File: src/rtl/qspi_seq_pkg.sv
package qspi_seq_pkg;

    typedef enum logic [2:0] {
        PH_IDLE = 3'd0,
        PH_INS  = 3'd1,
        PH_ADR  = 3'd2,
        PH_ALT  = 3'd3,
        PH_DUM  = 3'd4,
        PH_DAT  = 3'd5
    } phase_e;

    typedef struct packed {
        logic [1:0] fmode;
        logic [1:0] dat_mode;
        logic [4:0] dummy;
        logic [1:0] alt_mode;
        logic [1:0] adr_size;
        logic [1:0] adr_mode;
        logic [1:0] ins_mode;
        logic [7:0] opcode;
    } cfg_t;

    localparam logic [1:0] FM_WRITE = 2'b00;
    localparam logic [1:0] FM_READ  = 2'b01;

    localparam logic [2:0] RA_CFG  = 3'd0;
    localparam logic [2:0] RA_ADDR = 3'd1;
    localparam logic [2:0] RA_LEN  = 3'd2;
    localparam logic [2:0] RA_DATA = 3'd3;
    localparam logic [2:0] RA_ALT  = 3'd4;

    // log2 of the line count for an enabled lines field
    function automatic logic [1:0] lane_shift(logic [1:0] mode);
        return mode - 2'd1;
    endfunction

endpackage

File: src/rtl/qspi_rx_fifo.sv
module qspi_rx_fifo #(
    parameter int DEPTH = 4,
    parameter int WIDTH = 8
) (
    input  logic             clk,
    input  logic             rst_n,
    input  logic             push,
    input  logic [WIDTH-1:0] din,
    input  logic             pop,
    output logic [WIDTH-1:0] head,
    output logic             empty,
    output logic             full
);
    localparam int AW = $clog2(DEPTH);

    typedef struct packed {
        logic [DEPTH-1:0][WIDTH-1:0] mem;
        logic [AW-1:0]               wp;
        logic [AW-1:0]               rp;
        logic [AW:0]                 cnt;
    } fifo_t;

    fifo_t q, d;
    logic  do_push, do_pop;

    always_comb begin
        d       = q;
        do_push = push && !full;
        do_pop  = pop && !empty;
        if (do_push) begin
            d.mem[q.wp] = din;
            d.wp = (q.wp == AW'(DEPTH - 1)) ? '0 : q.wp + AW'(1);
        end
        if (do_pop) begin
            d.rp = (q.rp == AW'(DEPTH - 1)) ? '0 : q.rp + AW'(1);
        end
        d.cnt = q.cnt + (AW+1)'(do_push) - (AW+1)'(do_pop);
    end

    always_ff @(posedge clk or negedge rst_n) begin
        if (!rst_n) q <= '0;
        else        q <= d;
    end

    assign head  = q.mem[q.rp];
    assign empty = (q.cnt == '0);
    assign full  = (q.cnt == (AW+1)'(DEPTH));

    // the stall logic upstream must never push into a full FIFO
    a_r9_no_overflow: assert property (@(posedge clk) disable iff (!rst_n)
        push |-> !full);

    // level never exceeds the depth
    a_r10_level_bound: assert property (@(posedge clk) disable iff (!rst_n)
        q.cnt <= (AW+1)'(DEPTH));

endmodule

File: src/rtl/qspi_lane_io.sv
module qspi_lane_io (
    input  logic [1:0] mode,
    input  logic       drive,
    input  logic [3:0] tx_top,
    input  logic [3:0] io_in,
    input  logic [7:0] rx_in,
    output logic [3:0] io_out,
    output logic [3:0] io_oe,
    output logic [7:0] rx_out
);
    always_comb begin
        io_out = 4'b0000;
        io_oe  = 4'b0000;
        rx_out = rx_in;
        case (mode)
            2'b01: begin
                if (drive) begin
                    io_out = {3'b000, tx_top[3]};
                    io_oe  = 4'b0001;
                end
                rx_out = {rx_in[6:0], io_in[1]};
            end
            2'b10: begin
                if (drive) begin
                    io_out = {2'b00, tx_top[3:2]};
                    io_oe  = 4'b0011;
                end
                rx_out = {rx_in[5:0], io_in[1:0]};
            end
            2'b11: begin
                if (drive) begin
                    io_out = tx_top;
                    io_oe  = 4'b1111;
                end
                rx_out = {rx_in[3:0], io_in};
            end
            default: ;
        endcase
    end
endmodule

File: src/rtl/qspi_cmd_seq.sv
module qspi_cmd_seq
    import qspi_seq_pkg::*;
#(
    parameter int FIFO_DEPTH = 4,
    parameter int LEN_W      = 16
) (
    input  logic        clk,
    input  logic        rst_n,
    input  logic        reg_wr,
    input  logic [2:0]  reg_addr,
    input  logic [31:0] reg_wdata,
    input  logic        reg_rd,
    output logic [7:0]  reg_rdata,
    output logic        busy,
    output logic        rx_avail,
    output logic        xfer_done,
    output logic        sclk,
    output logic        cs_n,
    output logic [3:0]  io_out,
    output logic [3:0]  io_oe,
    input  logic [3:0]  io_in
);
    localparam int ADR_W = 32;
    localparam int CNT_W = $clog2(ADR_W + 1);
    localparam int CFG_W = $bits(cfg_t);

    typedef struct packed {
        phase_e           ph;
        logic             half;
        logic [CNT_W-1:0] cnt;
        logic [ADR_W-1:0] sreg;
        logic [7:0]       rx;
        logic [LEN_W-1:0] nbytes;
        cfg_t             cfg;
        logic [ADR_W-1:0] addr;
        logic [7:0]       alt;
        logic [LEN_W-1:0] len;
        logic [31:0]      tx;
        logic             done;
    } st_t;

    function automatic logic [CNT_W-1:0] unit_cycles(cfg_t c, phase_e p);
        case (p)
            PH_INS:  return CNT_W'(8) >> lane_shift(c.ins_mode);
            PH_ADR:  return ((CNT_W'(c.adr_size) + CNT_W'(1)) << 3) >> lane_shift(c.adr_mode);
            PH_ALT:  return CNT_W'(8) >> lane_shift(c.alt_mode);
            PH_DUM:  return CNT_W'(c.dummy);
            PH_DAT:  return CNT_W'(8) >> lane_shift(c.dat_mode);
            default: return '0;
        endcase
    endfunction

    function automatic logic [ADR_W-1:0] unit_word(cfg_t c, phase_e p, logic [ADR_W-1:0] a,
                                                   logic [7:0] al, logic [31:0] t, logic [1:0] bi);
        logic [31:0] sel;
        sel = t >> {bi, 3'b000};
        case (p)
            PH_INS:  return {c.opcode, 24'h0};
            PH_ADR:  return a << {2'd3 - c.adr_size, 3'b000};
            PH_ALT:  return {al, 24'h0};
            PH_DAT:  return {sel[7:0], 24'h0};
            default: return '0;
        endcase
    endfunction

    function automatic phase_e first_phase(cfg_t c, logic len_nz, logic [2:0] from);
        logic [4:0] en;
        en = {c.dat_mode != 2'b00 && len_nz, c.dummy != 5'd0, c.alt_mode != 2'b00,
              c.adr_mode != 2'b00, c.ins_mode != 2'b00};
        for (int k = 0; k < 5; k++) begin
            if (3'(k) >= from && en[k]) return phase_e'(3'(k + 1));
        end
        return PH_IDLE;
    endfunction

    function automatic logic [1:0] phase_mode(cfg_t c, phase_e p);
        case (p)
            PH_INS:  return c.ins_mode;
            PH_ADR:  return c.adr_mode;
            PH_ALT:  return c.alt_mode;
            PH_DAT:  return c.dat_mode;
            default: return 2'b00;
        endcase
    endfunction

    st_t        q, d;
    cfg_t       wcfg;
    logic       push, pop, start, legal, stall, is_read, drive;
    logic [1:0] cur_mode;
    logic [2:0] shamt;
    phase_e     first, nxt;
    logic [7:0] rx_next;
    logic       rx_empty, rx_full;

    assign wcfg = cfg_t'(reg_wdata[CFG_W-1:0]);

    always_comb begin
        d        = q;
        push     = 1'b0;
        pop      = reg_rd && !rx_empty;
        start    = 1'b0;
        legal    = 1'b0;
        stall    = 1'b0;
        first    = PH_IDLE;
        nxt      = PH_IDLE;
        is_read  = (q.cfg.fmode == FM_READ);
        cur_mode = phase_mode(q.cfg, q.ph);
        shamt    = (cur_mode == 2'b11) ? 3'd4 : (cur_mode == 2'b10) ? 3'd2 : 3'd1;
        drive    = (q.ph == PH_INS) || (q.ph == PH_ADR) || (q.ph == PH_ALT) ||
                   (q.ph == PH_DAT && !is_read);

        if (q.ph == PH_IDLE) begin
            if (reg_wr) begin
                case (reg_addr)
                    RA_CFG: begin
                        d.cfg = wcfg;
                        start = (wcfg.adr_mode == 2'b00);
                    end
                    RA_ADDR: begin
                        d.addr = reg_wdata;
                        start  = (q.cfg.adr_mode != 2'b00);
                    end
                    RA_LEN:  d.len = reg_wdata[LEN_W-1:0];
                    RA_DATA: d.tx  = reg_wdata;
                    RA_ALT:  d.alt = reg_wdata[7:0];
                    default: ;
                endcase
            end
            first = first_phase(d.cfg, d.len != '0, 3'd0);
            legal = (d.cfg.fmode == FM_READ || d.cfg.fmode == FM_WRITE) &&
                    (d.cfg.ins_mode != 2'b00 || d.cfg.adr_mode != 2'b00 ||
                     d.cfg.alt_mode != 2'b00 || (d.cfg.dat_mode != 2'b00 && d.len != '0));
            if (start && legal) begin
                d.ph     = first;
                d.half   = 1'b0;
                d.cnt    = unit_cycles(d.cfg, first);
                d.sreg   = unit_word(d.cfg, first, d.addr, d.alt, d.tx, 2'd0);
                d.nbytes = '0;
                d.rx     = '0;
                d.done   = 1'b0;
            end
        end else if (!q.half) begin
            stall = (q.ph == PH_DAT) && is_read && rx_full &&
                    (q.cnt == unit_cycles(q.cfg, PH_DAT));
            if (!stall) begin
                d.half = 1'b1;
                if (q.ph == PH_DAT && is_read) d.rx = rx_next;
            end
        end else begin
            d.half = 1'b0;
            d.sreg = q.sreg << shamt;
            d.cnt  = q.cnt - CNT_W'(1);
            if (q.cnt == CNT_W'(1)) begin
                if (q.ph == PH_DAT) begin
                    d.nbytes = q.nbytes + LEN_W'(1);
                    push     = is_read;
                    if (d.nbytes == q.len) begin
                        d.ph   = PH_IDLE;
                        d.done = 1'b1;
                    end else begin
                        d.cnt  = unit_cycles(q.cfg, PH_DAT);
                        d.sreg = unit_word(q.cfg, PH_DAT, q.addr, q.alt, q.tx, d.nbytes[1:0]);
                    end
                end else begin
                    nxt  = first_phase(q.cfg, q.len != '0, q.ph);
                    d.ph = nxt;
                    if (nxt == PH_IDLE) begin
                        d.done = 1'b1;
                    end else begin
                        d.cnt  = unit_cycles(q.cfg, nxt);
                        d.sreg = unit_word(q.cfg, nxt, q.addr, q.alt, q.tx, 2'd0);
                    end
                end
            end
        end
    end

    always_ff @(posedge clk or negedge rst_n) begin
        if (!rst_n) q <= '0;
        else        q <= d;
    end

    qspi_lane_io u_lanes (
        .mode   (cur_mode),
        .drive  (drive),
        .tx_top (q.sreg[ADR_W-1 -: 4]),
        .io_in  (io_in),
        .rx_in  (q.rx),
        .io_out (io_out),
        .io_oe  (io_oe),
        .rx_out (rx_next)
    );

    qspi_rx_fifo #(.DEPTH(FIFO_DEPTH), .WIDTH(8)) u_rxq (
        .clk   (clk),
        .rst_n (rst_n),
        .push  (push),
        .din   (q.rx),
        .pop   (pop),
        .head  (reg_rdata),
        .empty (rx_empty),
        .full  (rx_full)
    );

    assign busy      = (q.ph != PH_IDLE);
    assign cs_n      = (q.ph == PH_IDLE);
    assign sclk      = q.half;
    assign rx_avail  = !rx_empty;
    assign xfer_done = q.done;

    // no clock pulse outside chip select
    a_r7_sclk_in_cs: assert property (@(posedge clk) disable iff (!rst_n)
        sclk |-> !cs_n);

    // each high half lasts one cycle
    a_r6_sclk_toggles: assert property (@(posedge clk) disable iff (!rst_n)
        sclk |=> !sclk);

    // a configuration without any payload phase never opens the bus
    a_r5_no_empty_start: assert property (@(posedge clk) disable iff (!rst_n)
        (reg_wr && reg_addr == RA_CFG && cs_n && wcfg.ins_mode == 2'b00 &&
         wcfg.adr_mode == 2'b00 && wcfg.alt_mode == 2'b00 && wcfg.dat_mode == 2'b00) |=> cs_n);

    // lines released while the device drives read data
    a_r8_read_released: assert property (@(posedge clk) disable iff (!rst_n)
        (q.ph == PH_DAT && is_read) |-> (io_oe == 4'b0000));

    // configuration frozen while a transfer runs
    a_r12_cfg_frozen: assert property (@(posedge clk) disable iff (!rst_n)
        (busy && $past(busy)) |-> $stable(q.cfg));

endmodule

File: config.mk
export PLATFORM = sky130hd
export DESIGN_NAME = qspi_cmd_seq
export DESIGN_NICKNAME = d
export VERILOG_FILES = /design/src/rtl/qspi_seq_pkg.sv /design/src/rtl/qspi_rx_fifo.sv /design/src/rtl/qspi_lane_io.sv /design/src/rtl/qspi_cmd_seq.sv
export SDC_FILE = /design/constraint.sdc
export NUM_CORES = 1
export LEC_CHECK = 0
export ABC_CLOCK_PERIOD_IN_PS = 4240
export BUFFER_PORTS_ARGS = -buffer_cell sky130_fd_sc_hd__buf_2
export CORE_UTILIZATION = 50
export DETAILED_ROUTE_END_ITERATION = 12
export PLACE_DENSITY = 0.64
export SYNTH_ARGS = -nofsm -noshare
export SYNTH_HDL_FRONTEND = slang
export SYNTH_HIERARCHICAL = 1
export SYNTH_SLANG_ARGS = --single-unit
File: constraint.sdc
create_clock -name clk -period 4.24 [get_ports clk]
set_input_delay 0.212 -clock clk [delete_from_list [all_inputs] [get_ports clk]]
set_output_delay 0.212 -clock clk [all_outputs]
set_load 0.01 [all_outputs]
-- Word level (Yosys, flattened, before mapping)
Index checks and enable logic that the tools add are counted.
- register bits: 219
- input port bits: 43
- output and inout port bits: 21
- logic and storage cells: 314
- add/subtract/negate cells: 18
- magnitude comparators: 8
- eq/ne operators: 35
- shift-type cells: 12
- multiplexer cells: 156
- reductions and logical operators: 58
- operator list (operator ; count):
    $pmux W32 S4 ; 2
    $mux W113 ; 2
    $mux W38 ; 5
    $mux W66 ; 2
    $mux W3 ; 35
    $mux W1 ; 78
    $mux W16 ; 4
    $mux W32 ; 2
    $shl A32 B5 Y32 ; 2
    $pmux W6 S5 ; 2
    $mux W8 ; 6
    $shr A4 B2 Y6 const A ; 6
    $bwmux W32 ; 1
    $reduce_bool A16 Y1 ; 2
    $shl A32 B3 Y32 ; 1
    $shr A32 B5 Y8 ; 1
    $mux W25 ; 1
    $eq A3 B2 Y1 const B ; 8
    $pmux W4 S3 ; 2
    $pmux W8 S3 ; 1
    $reduce_bool A2 Y1 ; 12
    $eq A3 B3 Y1 const B ; 7
    $logic_and A1 B1 Y1 ; 17
    $add A16 B1 Y16 const B ; 1
    40 further kinds ; 87

-- Logic depth before layout (Yosys ltp)
- word-level depth: 45
- mapped depth: 15
- mapped depth without buffers: 11

-- Cells and area by module
The synthesis kept the hierarchy.
- modules (own cells, without submodules) (module ; instances ; cells an instance ; area an instance (um^2) ; sequential area each (um^2)):
    qspi_cmd_seq ; 1 ; 1402 ; 12831.1 ; 4504.3
    qspi_rx_fifo ; 1 ; 116 ; 1965.6 ; 975.9
    qspi_lane_io ; 1 ; 28 ; 299.0 ; 0.0

-- Least setup slack after synthesis
No wires, ideal clock.
- path type: in2reg
- start: in reg_addr[2]
- end: reg, netlist name q[172]
- library setup time: 138 ps
- arrival: 2851 ps
- data required time: 4102 ps
- path slack: 1251 ps
- stages on the path: 14
- buffers on the path: 5
- cells stage by stage: nor4b_2 > buf_2 > clkbuf_1 > buf_2 > nor2_1 > a21oi_1 > ha_1 > clkbuf_1 > and4_1 > buf_2 > a21oi_1 > a221o_1 > a22oi_1 > o211ai_1
- RTL lines (item ; RTL line ; RTL):
    from (decl) ; qspi_cmd_seq.sv:10 ; input logic [2:0] reg_addr,

==> impl_metrics.json <==
{
  "yosys.area.top_type": "dfrtp_1",
  "route.detailed.drc": 0,
  "relSlewSlack_pct": 17.50,
  "cts_tree": "done",
  "worst-path-stages": 9,
  "area_delta_synth_final_pct": 10.19,
  "drt-initial-drc-count": 1696,
  "final_cell_mix": "dfrtp_1 (219), mux2_2 (145), nand2_1 (139)",
  "routed_via_density": 6.705,
  "ff2ff_setup_slack_ps": 650,
  "crit_family": "simple AND/OR/NAND/NOR gates",
  "finalCritPeriodShare_pct": 84.65,
  "numPortBuffers": 63,
  "pwr_density_cell_nw_per_um2": 745.8,
  "vias": 13203,
  "r2r-start": "q[116]",
  "cts_buffers": 26,
  "startpoint_type": "register",
  "yosys-top-cells-area": "dfrtp_1 (36%), mux2_2 (11%), mux2i_1 (6.9%)",
  "io_pins": 64,
  "hold_viol": 0,
  "clk_pin_slew_ps": 60,
  "die_h_um": 175.8,
  "core_area_sq_um": 29640,
  "p_leak_nw": 6.832,
  "wl_per_cell_um": 26.64,
  "synth_fp_nets": 1604,
  "ys_seq_elements": 219,
  "layout_commonest_cell": "dfrtp_1",
  "synth_cells": 1546,
  "crit_chain": "and4_1 > nand2_2 > a32o_1 > a2111oi_2 > nand4bb_1 > buf_4 > or2_0 > or3_1 > o21ai_1",
  "crit_arrival_ps": 4060,
  "holdWs_ps": 26.90,
  "grt-ovfl-total": 0,
  "drive_above_1_share_pct": 24.32,
  "tightestPinTransition_ps": 1229,
  "fmax_mhz": 278.6,
  "ir_drop_mv": 0.4705,
  "fin_skew_ps": 30.11,
  "ys_seq_area_share_pct": 36.30,
  "synth_flop_cell": "dfrtp_1",
  "place_congestion": 1.009,
  "antenna_found_initial": 0,
  "min_period_ps": 3589,
  "tns_ps": 0,
  "max_cap_violations": 0,
  "cts_setup_buffers": 0,
  "clock-sinks": 219,
  "critPathSlowestCell": "dfrtp_1",
  "netlist_area_sq_um": 15100,
  "hp-start": "io_in[1]",
  "final-setup-viol-count": 0,
  "outcome": "complete, no violations",
  "start_util_pct": 50.93,
  "cts_root_buf": "clkbuf_16",
  "crit_fanout": 16,
  "grt_max_degree": 111,
  "wl_um": 52450,
  "synth.distinct_cells": 96,
  "grt_pass1_wl_um": 79900,
  "ys.warnings.count": 6,
  "synth-edff-count": 0,
  "hold_depth": 4,
  "grt_pass1_vias": 12937,
  "slowest_delay_ps": 640,
  "fp.dieW_um": 175.8,
  "post-dp-hpwl_um": 38010,
  "crit_path_start": "q[116]",
  "yosys.area.top_type_share_pct": 36.30,
  "die-area_sq_um": 30890,
  "drtAntennaViolNets": 0,
  "async_flop_share_pct": 100.0,
  "final-max-slew-violation-count": 0,
  "clk_latency_ps": 570,
  "cts_max_level": 1,
  "cp.required_ps": 4710,
  "reg2reg_depth": 9,
  "critPathBufInv": 1,
  "cts_resized": 0,
  "drt_first_pass_iters": 7,
  "end_kind": "register",
  "postSynthAreaPerCell_sq_um": 9.764,
  "hold_class": "input port to register",
  "rsz0062_at_grt": "false",
  "nets": 1619,
  "num_antenna_cells": 0,
  "worst-setup-path-type": "register to register",
  "rows": 63,
  "clk_path_buf_depth": 3,
  "postCtsHoldBufs": 8,
  "grt_usage_pct": 34.15
}
==> metrics by stage <==
stage	instances	instance area (sq um)	total power, W	setup slack, ps	util, %
CTS	1969	16630	0.01226	666.9	56.12
detailed placement	1915	15700	0.009910	669.3	52.96
global route	1969	16630	0.01301	409.9	56.12
finish	1969	16630	0.01240	650.9	56.12
global placement	1915	15700	0.009834	780.3	52.96
floorplan	1546	15100	0.007742	1251	-
==> path summary, 6_finish.rpt <==
kind / to
min in group asynchronous: q[127]
setup / recovery: q[154]
hold / removal: q[131]
hold reg to reg: q[20]
max in group asynchronous: q[94]
setup reg to reg: q[154]
==> layer usage <==
layer | track usage (%) | up-vias | part of all wire, %
met5 | 0 | - | 0
met4 | 18.70 | 0 | 5.8
met3 | 5.325 | 166 | 6.6
met2 | 54.36 | 568 | 46
met1 | 44.55 | 6627 | 41
li1 | - | 5842 | -
==> where the power goes <==
part | internal (W) | switching, W | leakage, nW
sequential | 0.00281 | 0.000972 | 2.82
combinational | 0.00251 | 0.00381 | 3.59
clock | 0.00135 | 0.000951 | 0.419
total | 0.00667 | 0.00573 | 6.83
==> worst register-to-register path: cells and delay by family (launching register included) <==
family	cells	cell delay, ps
AOI/OAI and AO/OA	3	630
buffers and inverters	1	250
DFF	1	640
and+or+nand+nor	5	2000
==> final cells by class <==
class / count / area (sq um)
fill: 2703 / 13010
multi-input combinational: 1169 / 8944
sequential: 219 / 5480
timing repair buffer: 116 / 755.7
clock buffer: 32 / 704.4
tap: 390 / 488.0
clock inverter: 14 / 152.6
inverter: 29 / 108.9
==> cell usage after synthesis (5+ instances only) <==
cell and n:
mux4_1 5, a21oi_1 81, inv_1 29, nand2b_1 6, a221o_1 5, buf_2 40, xnor2_1 14, ha_1 14
nor2b_1 19, nand3b_1 5, o22ai_1 25, or3_1 6, nor4_1 18, a211oi_1 15, o31ai_1 16, nand4_1 19
nand3_1 35, o211ai_1 14, a31oi_1 31, o21ai_1 7, mux2_2 145, and2_1 9, a222oi_1 5, o21ai_0 81
a32o_1 10, buf_1 7, xor2_1 8, mux4_2 17, a22oi_1 10, and3_1 9, dfrtp_1 219, a221oi_1 21
mux2i_1 104, nand2_1 139, o221ai_1 9, buf_4 7, mux2_4 32, nor2_1 108, a22o_1 10, clkbuf_1 67
buf_6 8, and4_1 5, nor3_1 20
==> kinds of logic (layout without fill, tap and decap cells) <==
group,count (synthesis),count (layout),synth area share [%]
and+or+nand+nor,440,440,14.65
AOI/OAI and AO/OA,388,388,17.20
muxes,304,304,24.45
DFF,219,219,36.30
buffers and inverters,158,191,4.832
xor gates and xnor gates,22,22,1.276
adders and majority gates,15,15,1.293
==> flip-flops by register name, summed over array words and instances (netlist names) <==
register,count
q,178
u_rxq/q,39
sclk,1
xfer_done,1
No activity file was read; power rests on OpenSTA's default activity.
